File: src/rtl/mfa_pkg.sv
package mfa_pkg;

  typedef enum logic [2:0] {
    MD_IMM  = 3'd0,
    MD_REG  = 3'd1,
    MD_RIND = 3'd2,
    MD_DIR  = 3'd3,
    MD_MIND = 3'd4,
    MD_DISP = 3'd5,
    MD_BAD6 = 3'd6,
    MD_BAD7 = 3'd7
  } mode_e;

  typedef enum logic [1:0] {
    ST_IDLE = 2'd0,
    ST_REQ  = 2'd1,
    ST_WAIT = 2'd2,
    ST_WB   = 2'd3
  } state_e;

  function automatic logic mode_legal(mode_e m);
    return (m != MD_BAD6) && (m != MD_BAD7);
  endfunction

  function automatic logic mode_reads_mem(mode_e m);
    return (m == MD_RIND) || (m == MD_DIR) || (m == MD_MIND) || (m == MD_DISP);
  endfunction

endpackage

File: src/rtl/mfa_regfile.sv
module mfa_regfile #(
  parameter int DW   = 16,
  parameter int NREG = 8,
  localparam int RW  = $clog2(NREG)
) (
  input  logic          clk,
  input  logic          rst_n,
  input  logic [RW-1:0] idx_a,
  output logic [DW-1:0] val_a,
  input  logic [RW-1:0] idx_b,
  output logic [DW-1:0] val_b,
  input  logic          we,
  input  logic [RW-1:0] waddr,
  input  logic [DW-1:0] wdata
);

  logic [DW-1:0] regs [NREG];

  for (genvar g = 0; g < NREG; g++) begin : g_reg
    always_ff @(posedge clk or negedge rst_n) begin
      if (!rst_n)                         regs[g] <= '0;
      else if (we && (waddr == RW'(g)))   regs[g] <= wdata;
    end
  end

  assign val_a = regs[idx_a];
  assign val_b = regs[idx_b];

  AST_WRITE_LANDS: assert property (@(posedge clk) disable iff (!rst_n)
    we |=> (regs[$past(waddr)] == $past(wdata)));

endmodule

File: src/rtl/mfa_agen.sv
module mfa_agen
  import mfa_pkg::*;
#(
  parameter int DW = 16
) (
  input  mode_e         mode,
  input  logic [DW-1:0] rs_val,
  input  logic [DW-1:0] konst,
  output logic [DW-1:0] ea
);

  always_comb begin
    unique case (mode)
      MD_DIR:  ea = konst;
      MD_DISP: ea = konst + rs_val;
      default: ea = rs_val;
    endcase
  end

endmodule

File: src/rtl/mfa_ctrl.sv
module mfa_ctrl
  import mfa_pkg::*;
(
  input  logic  clk,
  input  logic  rst_n,
  input  logic  cmd_valid,
  input  mode_e cmd_mode,
  output logic  cmd_ready,
  output logic  accept,
  output mode_e mode_q,
  output logic  mem_req_valid,
  input  logic  mem_req_ready,
  input  logic  mem_rsp_valid,
  output logic  rsp_take,
  output logic  use_ptr,
  output logic  done,
  output logic  illegal
);

  state_e state;
  logic   second_q;
  logic   illegal_q;

  assign cmd_ready     = (state == ST_IDLE);
  assign accept        = cmd_valid && cmd_ready;
  assign mem_req_valid = (state == ST_REQ);
  assign rsp_take      = (state == ST_WAIT) && mem_rsp_valid;
  assign use_ptr       = second_q;
  assign done          = (state == ST_WB);
  assign illegal       = illegal_q;

  always_ff @(posedge clk or negedge rst_n) begin
    if (!rst_n) begin
      state     <= ST_IDLE;
      second_q  <= 1'b0;
      illegal_q <= 1'b0;
      mode_q    <= MD_IMM;
    end else begin
      illegal_q <= 1'b0;
      unique case (state)
        ST_IDLE: if (accept) begin
          mode_q <= cmd_mode;
          if (!mode_legal(cmd_mode)) begin
            illegal_q <= 1'b1;
          end else if (mode_reads_mem(cmd_mode)) begin
            second_q <= 1'b0;
            state    <= ST_REQ;
          end else begin
            state <= ST_WB;
          end
        end
        ST_REQ: if (mem_req_ready) state <= ST_WAIT;
        ST_WAIT: if (mem_rsp_valid) begin
          if ((mode_q == MD_MIND) && !second_q) begin
            second_q <= 1'b1;
            state    <= ST_REQ;
          end else begin
            state <= ST_WB;
          end
        end
        ST_WB: state <= ST_IDLE;
        default: state <= ST_IDLE;
      endcase
    end
  end

  AST_DONE_PULSE: assert property (@(posedge clk) disable iff (!rst_n)
    done |=> !done);

  AST_ILLEGAL_QUIET: assert property (@(posedge clk) disable iff (!rst_n)
    illegal |-> (!done && !mem_req_valid));

  AST_BUSY_AFTER_ACCEPT: assert property (@(posedge clk) disable iff (!rst_n)
    (accept && mode_legal(cmd_mode)) |=> !cmd_ready);

endmodule

File: src/rtl/mfa_unit.sv
module mfa_unit
  import mfa_pkg::*;
#(
  parameter int DW   = 16,
  parameter int NREG = 8,
  localparam int RW  = $clog2(NREG)
) (
  input  logic          clk,
  input  logic          rst_n,
  input  logic          cmd_valid,
  output logic          cmd_ready,
  input  logic [2:0]    cmd_mode,
  input  logic [RW-1:0] cmd_rd,
  input  logic [RW-1:0] cmd_rs,
  input  logic [DW-1:0] cmd_const,
  output logic          mem_req_valid,
  input  logic          mem_req_ready,
  output logic [DW-1:0] mem_req_addr,
  input  logic          mem_rsp_valid,
  input  logic [DW-1:0] mem_rsp_data,
  output logic          done,
  output logic [RW-1:0] wb_reg,
  output logic [DW-1:0] wb_data,
  output logic          illegal
);

  logic          accept, rsp_take, use_ptr;
  mode_e         mode_q;
  logic [RW-1:0] rd_q, rs_q;
  logic [DW-1:0] k_q, data_q;
  logic [DW-1:0] rd_val, rs_val, ea, operand;

  mfa_ctrl u_ctrl (
    .clk           (clk),
    .rst_n         (rst_n),
    .cmd_valid     (cmd_valid),
    .cmd_mode      (mode_e'(cmd_mode)),
    .cmd_ready     (cmd_ready),
    .accept        (accept),
    .mode_q        (mode_q),
    .mem_req_valid (mem_req_valid),
    .mem_req_ready (mem_req_ready),
    .mem_rsp_valid (mem_rsp_valid),
    .rsp_take      (rsp_take),
    .use_ptr       (use_ptr),
    .done          (done),
    .illegal       (illegal)
  );

  always_ff @(posedge clk or negedge rst_n) begin
    if (!rst_n) begin
      rd_q   <= '0;
      rs_q   <= '0;
      k_q    <= '0;
      data_q <= '0;
    end else begin
      if (accept) begin
        rd_q <= cmd_rd;
        rs_q <= cmd_rs;
        k_q  <= cmd_const;
      end
      if (rsp_take) data_q <= mem_rsp_data;
    end
  end

  mfa_regfile #(.DW(DW), .NREG(NREG)) u_rf (
    .clk   (clk),
    .rst_n (rst_n),
    .idx_a (rd_q),
    .val_a (rd_val),
    .idx_b (rs_q),
    .val_b (rs_val),
    .we    (done),
    .waddr (rd_q),
    .wdata (wb_data)
  );

  mfa_agen #(.DW(DW)) u_agen (
    .mode   (mode_q),
    .rs_val (rs_val),
    .konst  (k_q),
    .ea     (ea)
  );

  assign mem_req_addr = use_ptr ? data_q : ea;

  always_comb begin
    unique case (mode_q)
      MD_IMM:  operand = k_q;
      MD_REG:  operand = rs_val;
      default: operand = data_q;
    endcase
  end

  assign wb_data = rd_val + operand;
  assign wb_reg  = rd_q;

  AST_REQ_HOLD: assert property (@(posedge clk) disable iff (!rst_n)
    (mem_req_valid && !mem_req_ready) |=> (mem_req_valid && $stable(mem_req_addr)));

  AST_ONE_OUTSTANDING: assert property (@(posedge clk) disable iff (!rst_n)
    (mem_req_valid && mem_req_ready) |=> !mem_req_valid);

endmodule

File: config.mk
export PLATFORM = sky130hd
export DESIGN_NAME = mfa_unit
export DESIGN_NICKNAME = d
export VERILOG_FILES = /design/src/rtl/mfa_pkg.sv /design/src/rtl/mfa_regfile.sv /design/src/rtl/mfa_agen.sv /design/src/rtl/mfa_ctrl.sv /design/src/rtl/mfa_unit.sv
export SDC_FILE = /design/constraint.sdc
export NUM_CORES = 1
export LEC_CHECK = 0
export BUFFER_PORTS_ARGS = -buffer_cell sky130_fd_sc_hd__buf_2
export CELL_PAD_IN_SITES_DETAIL_PLACEMENT = 1
export CELL_PAD_IN_SITES_GLOBAL_PLACEMENT = 2
export CORE_ASPECT_RATIO = 1.2
export CORE_UTILIZATION = 36
export DETAILED_ROUTE_END_ITERATION = 8
export GPL_TIMING_DRIVEN = 0
export PLACE_DENSITY_LB_ADDON = 0.1
export SYNTH_ARGS = -nofsm -noshare
export SYNTH_HDL_FRONTEND = slang
export SYNTH_SLANG_ARGS = --single-unit
File: constraint.sdc
create_clock -name clk -period 4.52 [get_ports clk]
set_input_delay 0.452 -clock clk [delete_from_list [all_inputs] [get_ports clk]]
set_output_delay 0.452 -clock clk [all_outputs]
set_load 0.1 [all_outputs]
==> summary.txt, run 1 <==
Status
  – Outcome: complete, but fails checks
  – Violated checks: setup timing

Final layout
  – Nets: 1207
  – Layout fillers: 3132
  – Commonest non-fill, non-tap cell in the layout: nand2_1
  – Biggest regs: u_rf.regs (128), data_q (16), k_q (16)
  – Max FFs per register: 128
  – Diodes inserted: 0
  – Leading cell types in the layout, fill and taps excluded: 193 x nand2_1, 170 x dfrtp_1, 98 x mux2_2
  – Share of cells above drive strength 1: about 40%
  – Top reg by flops: u_rf.regs
  – Area Overhead vs Synth: 29.6%

GRT
  – Tot GR Track Use: between 20% and 30%
  – Vias in the first global route: 8934
  – Largest net degree at the start of global routing: ~110
  – Initial antenna violation count: 0
  – First-pass GRT wire length: 56700 um
  – Gr ovfl total: 0

Floorplan
  – Die Area: about 30000 um2
  – Starting Density: 36.5%
  – Core outline area: 28700 um2
  – Cell row count: 68
  – # IOs: between 80 and 90
  – Die X: around 160 um
  – Die Height: ~190 um

Logic synthesis
  – Main synth FF type: dfrtp_1
  – Async SR Flop Fraction: between 90% and 100%
  – Synth area leaders: dfrtp_1 41%, mux4_2 14%, mux2_2 11%
  – Cells after Synth: 979
  – Synth warn: 0
  – Compound-Gate Fraction of Synth Area: 11.8%
  – Post-synth top area share: 41.4%
  – Simple-gate share of the synthesized area: 10.7%
  – Area leader, netlist: dfrtp_1
  – Number of synthesized flops with an enable pin: 0
  – Synth Area in Adders: 4.09%
  – Main combinational cell family by area after synthesis: multiplexers
  – Xor/xnor share of the synthesized area: under 10%
  – Post-synth cell types: between 50 and 60
  – Mux contribution to synthesized area: 26.6%
  – FF+latch count, synth: around 170
  – Mapped Area: 10500 um2
  – Seq/Total Area, Yosys: 41.4%
  – Net Count, Synth: around 1.1k
  – Mean post-synth cell area: 10.7 um2

Placement
  – GP Congestion: 0.889
  – Hpwl dp: 26100 um
  – # port buffers: 84
  – Pre-CTS WS: -1.26 ns

Timing
  – Setup ws final: -0.259 ns
  – RSZ-0062 raised after global routing: yes
  – Slew @ Worst Pin: 0.992 ns
  – Normalized max-slew margin: 33.9%
  – Final Hold Fails: 0
  – Post-Route Skew: 0.0112 ns
  – Final setup fails: 10
  – Minimum clock period: ~4.8 ns
  – Setup_tns: -1.50 ns
  – Final Cycle Share: 106%
  – Max-slew violation count: 0
  – Achievable frequency: 209 MHz

Worst setup path
  – Worst Setup Start Kind: flip-flop
  – Setup crit end kind: output pin
  – Crit-path max FO: 4
  – Req. time, crit path: 4.07 ns
  – CP Data Arrival Time: 4.33 ns
  – CP Class: flip-flop to output pin

Drt
  – Final wirelength: 37700 um
  – Vias: 8411
  – Wire length per cell: 24.7 um
  – Met2 WL post-DR: 19100 um
  – Pre-antenna DRT Iters: 5
  – # DRC: 0
  – Top Metal Used: met4
  – Initial DRC Count: 452
  – Vias/cell: ~5.5
  – M1 WL: 16400 um
  – Routed wl met3: 1100 um
  – Post-DRT Antenna Nets: 0

Clock network
  – Clock transition at path regs: 0.07 ns
  – Clock Sinks: 173
  – Clk Latency, worst-skew pair: 0.45 ns
  – CTS tree: built
  – CTS buffer count: 17
  – Deepest clock path buffer count: 2
  – H-tree depth: 4
  – Clock root buffer: clkbuf_16

Run
  – Max Cap Viol: 0

Min path
  – Hold Path Class: input pin to flip-flop
==> area by class of cell <==
class	count	area, um2	area share, %
flip-flops and latches	173	4340	32.0
plain buffers	63	397	2.92
well taps	385	482	3.55
clock inverters	11	110	0.812
inverters	27	109	0.803
multi-input cells	714	6500	47.9
repair buffers	132	1140	8.43
clock buffers	21	480	3.54
==> cells by family (layout without fill, tap and decap cells) <==
kind of cell | count (synthesis) | count (layout)
adder cells (fa/ha/maj) | 33 | 33
multiplexers | 185 | 185
AND/OR/NAND/NOR | 267 | 267
AO/OA/AOI/OAI | 206 | 206
buffers and inverters | 92 | 254
XOR/XNOR | 23 | 23
flip-flops | 173 | 173
==> per-layer routing <==
metal / GRT usage (%) / vias up
met3: 3.86 / 48
met2: 44.7 / 158
li1: - / 3838
met1: 34.6 / 4367
met5: 0 / -
met4: 8.81 / 0
==> final timing paths <==
kind                                  to           from  slack [ns]  depth (start not counted)
max in group asynchronous      wb_reg[1]          rst_n        2.92                          3
hold / removal                    k_q[7]   cmd_const[7]        0.23                          2
hold reg to reg            u_rf.regs[38]  u_rf.regs[38]        0.50                          2
setup reg to reg           u_rf.regs[12]        rs_q[0]        0.42                         18
setup / recovery             wb_data[12]        rs_q[0]       -0.26                         17
min in group asynchronous        k_q[13]          rst_n        0.57                          2
==> worst max-delay path: stages, from the launching register on <==
cell        delay [ns]
dfrtp_1           0.34
buf_6             0.13
buf_12            0.12
buf_12            0.11
mux4_2            0.49
mux2_4            0.34
mux2i_1           0.19
o21ai_2           0.11
ha_2              0.21
fa_2              0.36
a21o_1            0.20
a21oi_4           0.19
o211a_4           0.24
o31ai_4           0.08
a21oi_4           0.20
xor2_4            0.25
clkinvlp_4        0.14
buf_12            0.17
==> repair_timing <==
action | CTS | global route
gates resized for setup | 160 | 62
buffers inserted | 33 | 12
pin swaps | 40 | 37
hold endpoints to repair | 11 | 0
hold buffers | 1 | 0
endpoints found under the setup margin | 109 | 25
cloned | 1 | 0
==> cell usage after synthesis (3+ instances only) <==
master / count
inv_1: 25
a2bb2oi_1: 4
o22ai_1: 3
nor2_1: 23
and3_1: 8
and2_1: 7
o21a_1: 7
nand2_1: 195
a211oi_1: 4
mux2i_1: 19
o21ai_1: 9
mux4_2: 64
o31ai_1: 7
or2_2: 4
nor2b_1: 9
xnor2_1: 13
a21o_1: 7
a221o_1: 4
buf_1: 7
buf_2: 4
o21ai_0: 103
dfrtp_1: 173
clkbuf_1: 52
a21oi_1: 30
a22oi_1: 4
xor2_1: 8
ha_1: 31
or3_1: 3
a221oi_1: 6
nand3_1: 10
mux2_2: 101
==> through the flow <==
| step | instances | instance area, um2 | hold WS, ns | utilization (%) |
|---|---|---|---|---|
| after CTS | 1514 | 13200 | 0.217 | 46.1 |
| after global routing | 1526 | 13600 | 0.230 | 47.3 |
| after global placement | 1448 | 11600 | 0.473 | 40.4 |
| final | 1526 | 13600 | 0.234 | 47.3 |
| after detailed placement | 1449 | 11600 | 0.473 | 40.5 |
| after floorplan | 979 | 10700 | 0.156 | - |
Power of run 1 is not shown: default switching activity piles up to over one toggle a cycle in this logic, so the estimate is an artifact.
==> inputs of run 2 (changes only) <==
--- a/config.mk
+++ b/config.mk
@@ -6,13 +6,16 @@
 export NUM_CORES = 1
 export LEC_CHECK = 0
 export BUFFER_PORTS_ARGS = -buffer_cell sky130_fd_sc_hd__buf_2
+export CAP_MARGIN = 20
 export CELL_PAD_IN_SITES_DETAIL_PLACEMENT = 1
 export CELL_PAD_IN_SITES_GLOBAL_PLACEMENT = 2
 export CORE_ASPECT_RATIO = 1.2
-export CORE_UTILIZATION = 36
+export CORE_UTILIZATION = 37
+export CTS_BUF_LIST = sky130_fd_sc_hd__clkbuf_2
 export DETAILED_ROUTE_END_ITERATION = 8
 export GPL_TIMING_DRIVEN = 0
 export PLACE_DENSITY_LB_ADDON = 0.1
+export SKIP_LAST_GASP = 1
 export SYNTH_ARGS = -nofsm -noshare
 export SYNTH_HDL_FRONTEND = slang
 export SYNTH_SLANG_ARGS = --single-unit
==> summary.txt, run 2 (synthesis gave the netlist of run 1 again) <==
GRT
  – Largest net degree at the start of global routing: 89 (-15%)
  – Gr ovfl total: 0 (unchanged)
  – Vias in the first global route: 9300 (+4.1%)
  – Tot GR Track Use: 27.4% (+0.91 points)
  – Initial antenna violation count: 1 (+1)
  – First-pass GRT wire length: 57700 um (+1.7%)

Clock network
  – Clk Latency, worst-skew pair: 0.84 ns (+0.39 ns)
  – H-tree depth: 4 (unchanged)
  – Clock Sinks: 173 (unchanged)
  – Deepest clock path buffer count: 2 (unchanged)
  – Clock root buffer: clkbuf_2
  – Clock transition at path regs: 0.30 ns (+0.23 ns)
  – CTS tree: built
  – CTS buffer count: 17 (unchanged)

Drt
  – Final wirelength: 38600 um (+2.6%)
  – # DRC: 0 (unchanged)
  – Initial DRC Count: 328 (-27%)
  – Wire length per cell: 24.2 um (-2.0%)
  – Pre-antenna DRT Iters: 6 (+1)
  – Post-DRT Antenna Nets: 0 (unchanged)
  – Vias: 8783 (+4.4%)
  – Vias/cell: 5.50 (-0.22%)

Floorplan
  – Cell row count: 67 (-1.5%)
  – Core outline area: 27800 um2 (-2.9%)
  – Die X: 156 um (-1.3%)
  – Die Height: 186 um (-1.3%)
  – Starting Density: 37.6% (+1.1 points)
  – Die Area: 29000 um2 (-2.7%)
  – # IOs: 85 (unchanged)

Worst setup path
  – Crit-path max FO: 4 (unchanged)
  – Worst Setup Start Kind: flip-flop
  – Setup crit end kind: output pin
  – CP Data Arrival Time: 4.73 ns (+0.40 ns)
  – FF-to-FF setup slack: 0.42 ns (about the same)
  – Req. time, crit path: 4.07 ns (about the same)
  – CP Class: flip-flop to output pin

Min path
  – Hold Path Class: input pin to asynchronous set/reset pin

Status
  – Outcome: complete, but fails checks
  – Violated checks: setup timing

Timing
  – Final Cycle Share: 115% (+9.0 points)
  – Final Hold Fails: 0 (unchanged)
  – Post-Route Skew: 0.0554 ns (+0.0442 ns)
  – Final setup fails: 24 (+14)
  – Worst hold slack: 0.171 ns (-0.0628 ns)
  – Achievable frequency: 193 MHz (-7.8%)
  – RSZ-0062 raised after global routing: yes
  – Normalized max-slew margin: 32.9% (-1.0 points)
  – Setup ws final: -0.665 ns (-0.406 ns)
  – Slew @ Worst Pin: 1.01 ns (+0.0152 ns)
  – Minimum clock period: 5.19 ns (+0.406 ns)
  – Max-slew violation count: 0 (unchanged)

Placement
  – Hpwl dp: 25900 um (-0.92%)
  – # port buffers: 84 (unchanged)
  – GP Congestion: 0.892 (+0.30%)

Final layout
  – Share of cells above drive strength 1: 41.6% (+2.1 points)
  – Biggest regs: u_rf.regs (128), data_q (16), k_q (16)
  – Area Overhead vs Synth: 36.1%
  – Register area: 4340 um2 (about the same)
  – Layout fillers: 3000 (-4.2%)
  – Nets: 1283 (+6.3%)
  – Top reg by flops: u_rf.regs
  – Commonest non-fill, non-tap cell in the layout: nand2_1
  – Area occupied by multi-input gates: 6690 um2 (+2.8%)
  – Leading cell types in the layout, fill and taps excluded: 193 x nand2_1, 169 x dfrtp_1, 96 x mux2_2
  – Max FFs per register: 128 (unchanged)

Run
  – Max Cap Viol: 0 (unchanged)
-- run 2: cell types whose count changed in the layout (fill, tap and decap cells not counted), sizes merged --
cell and delta:
clkbuf -8, clkinvlp -1, bufinv +3, clkinv +1, diode +1, dlygate4sd3 +45
inv +1, buf +35
-- run 2: per-layer routing --
metal / share of wire (%) / up-vias / global-route usage (%) / routed length, um
li1: - / 3997 / - / -
met1: 42 / 4582 / 33.5 / 16200
met2: 53 / 159 / 50.8 / 20700
met3: 2.6 / 45 / 3.36 / 990
met4: 1.9 / 0 / 7.49 / 751
met5: 0 / - / 0 / 0
-- run 2: layout make-up --
type	instances	area share, %
multi-input combinational	714	46.9
sequential	173	30.5
timing repair buffer	211	13.9
tap	379	3.33
buffer	60	2.64
clock inverter	15	1.37
inverter	27	0.764
clock buffer	17	0.597
antenna	1	0.0176
-- run 2: stage by stage --
stage / TNS [ns] / area, um2 / util (%) / cells / setup slack (ns)
finish: -10.16 / 14200 / 51.2 / 1597 / -0.665
global route: -14.78 / 14200 / 51.2 / 1597 / -0.823
CTS: -12.28 / 13700 / 49.1 / 1566 / -0.863
detailed placement: -41.09 / 11600 / 41.7 / 1443 / -1.25
global placement: -40.00 / 11600 / 41.6 / 1442 / -1.26
floorplan: 0 / 10700 / - / 979 / 0.00189
-- run 2: worst paths after layout --
check / startpoint / end / cells past startpoint
worst max-delay path: rs_q[0] / wb_data[14] / 16
worst min-delay path: rst_n / k_q[12] / 2
worst max register to register: rs_q[0] / u_rf.regs[90] / 18
worst min register to register: u_rf.regs[72] / u_rf.regs[72] / 2
max in group asynchronous: rst_n / u_rf.regs[51] / 3
min in group clk: cmd_const[8] / k_q[8] / 3
-- run 2: worst max-delay path, stage by stage, from the launching register on --
cell and delay, ns:
dfrtp_2 0.49, buf_12 0.13, buf_12 0.11, mux4_2 0.50, mux2_4 0.33, mux2i_2 0.20
o21ai_2 0.11, ha_2 0.21, fa_2 0.35, a21o_1 0.19, a21oi_4 0.16, o211a_4 0.23
o31ai_2 0.09, a21oi_2 0.20, xor2_2 0.26, inv_1 0.12, buf_4 0.25
-- run 2: what timing repair did --
action                     CTS  global route
hold buffers                46             0
hold endpoints to repair   132             0
setup buffers               48            36
gates resized for setup    221            91
cloned                       1             0
pin swaps                   52            60
setup endpoints to repair  112            28
Power of run 2 is left out for the same reason.
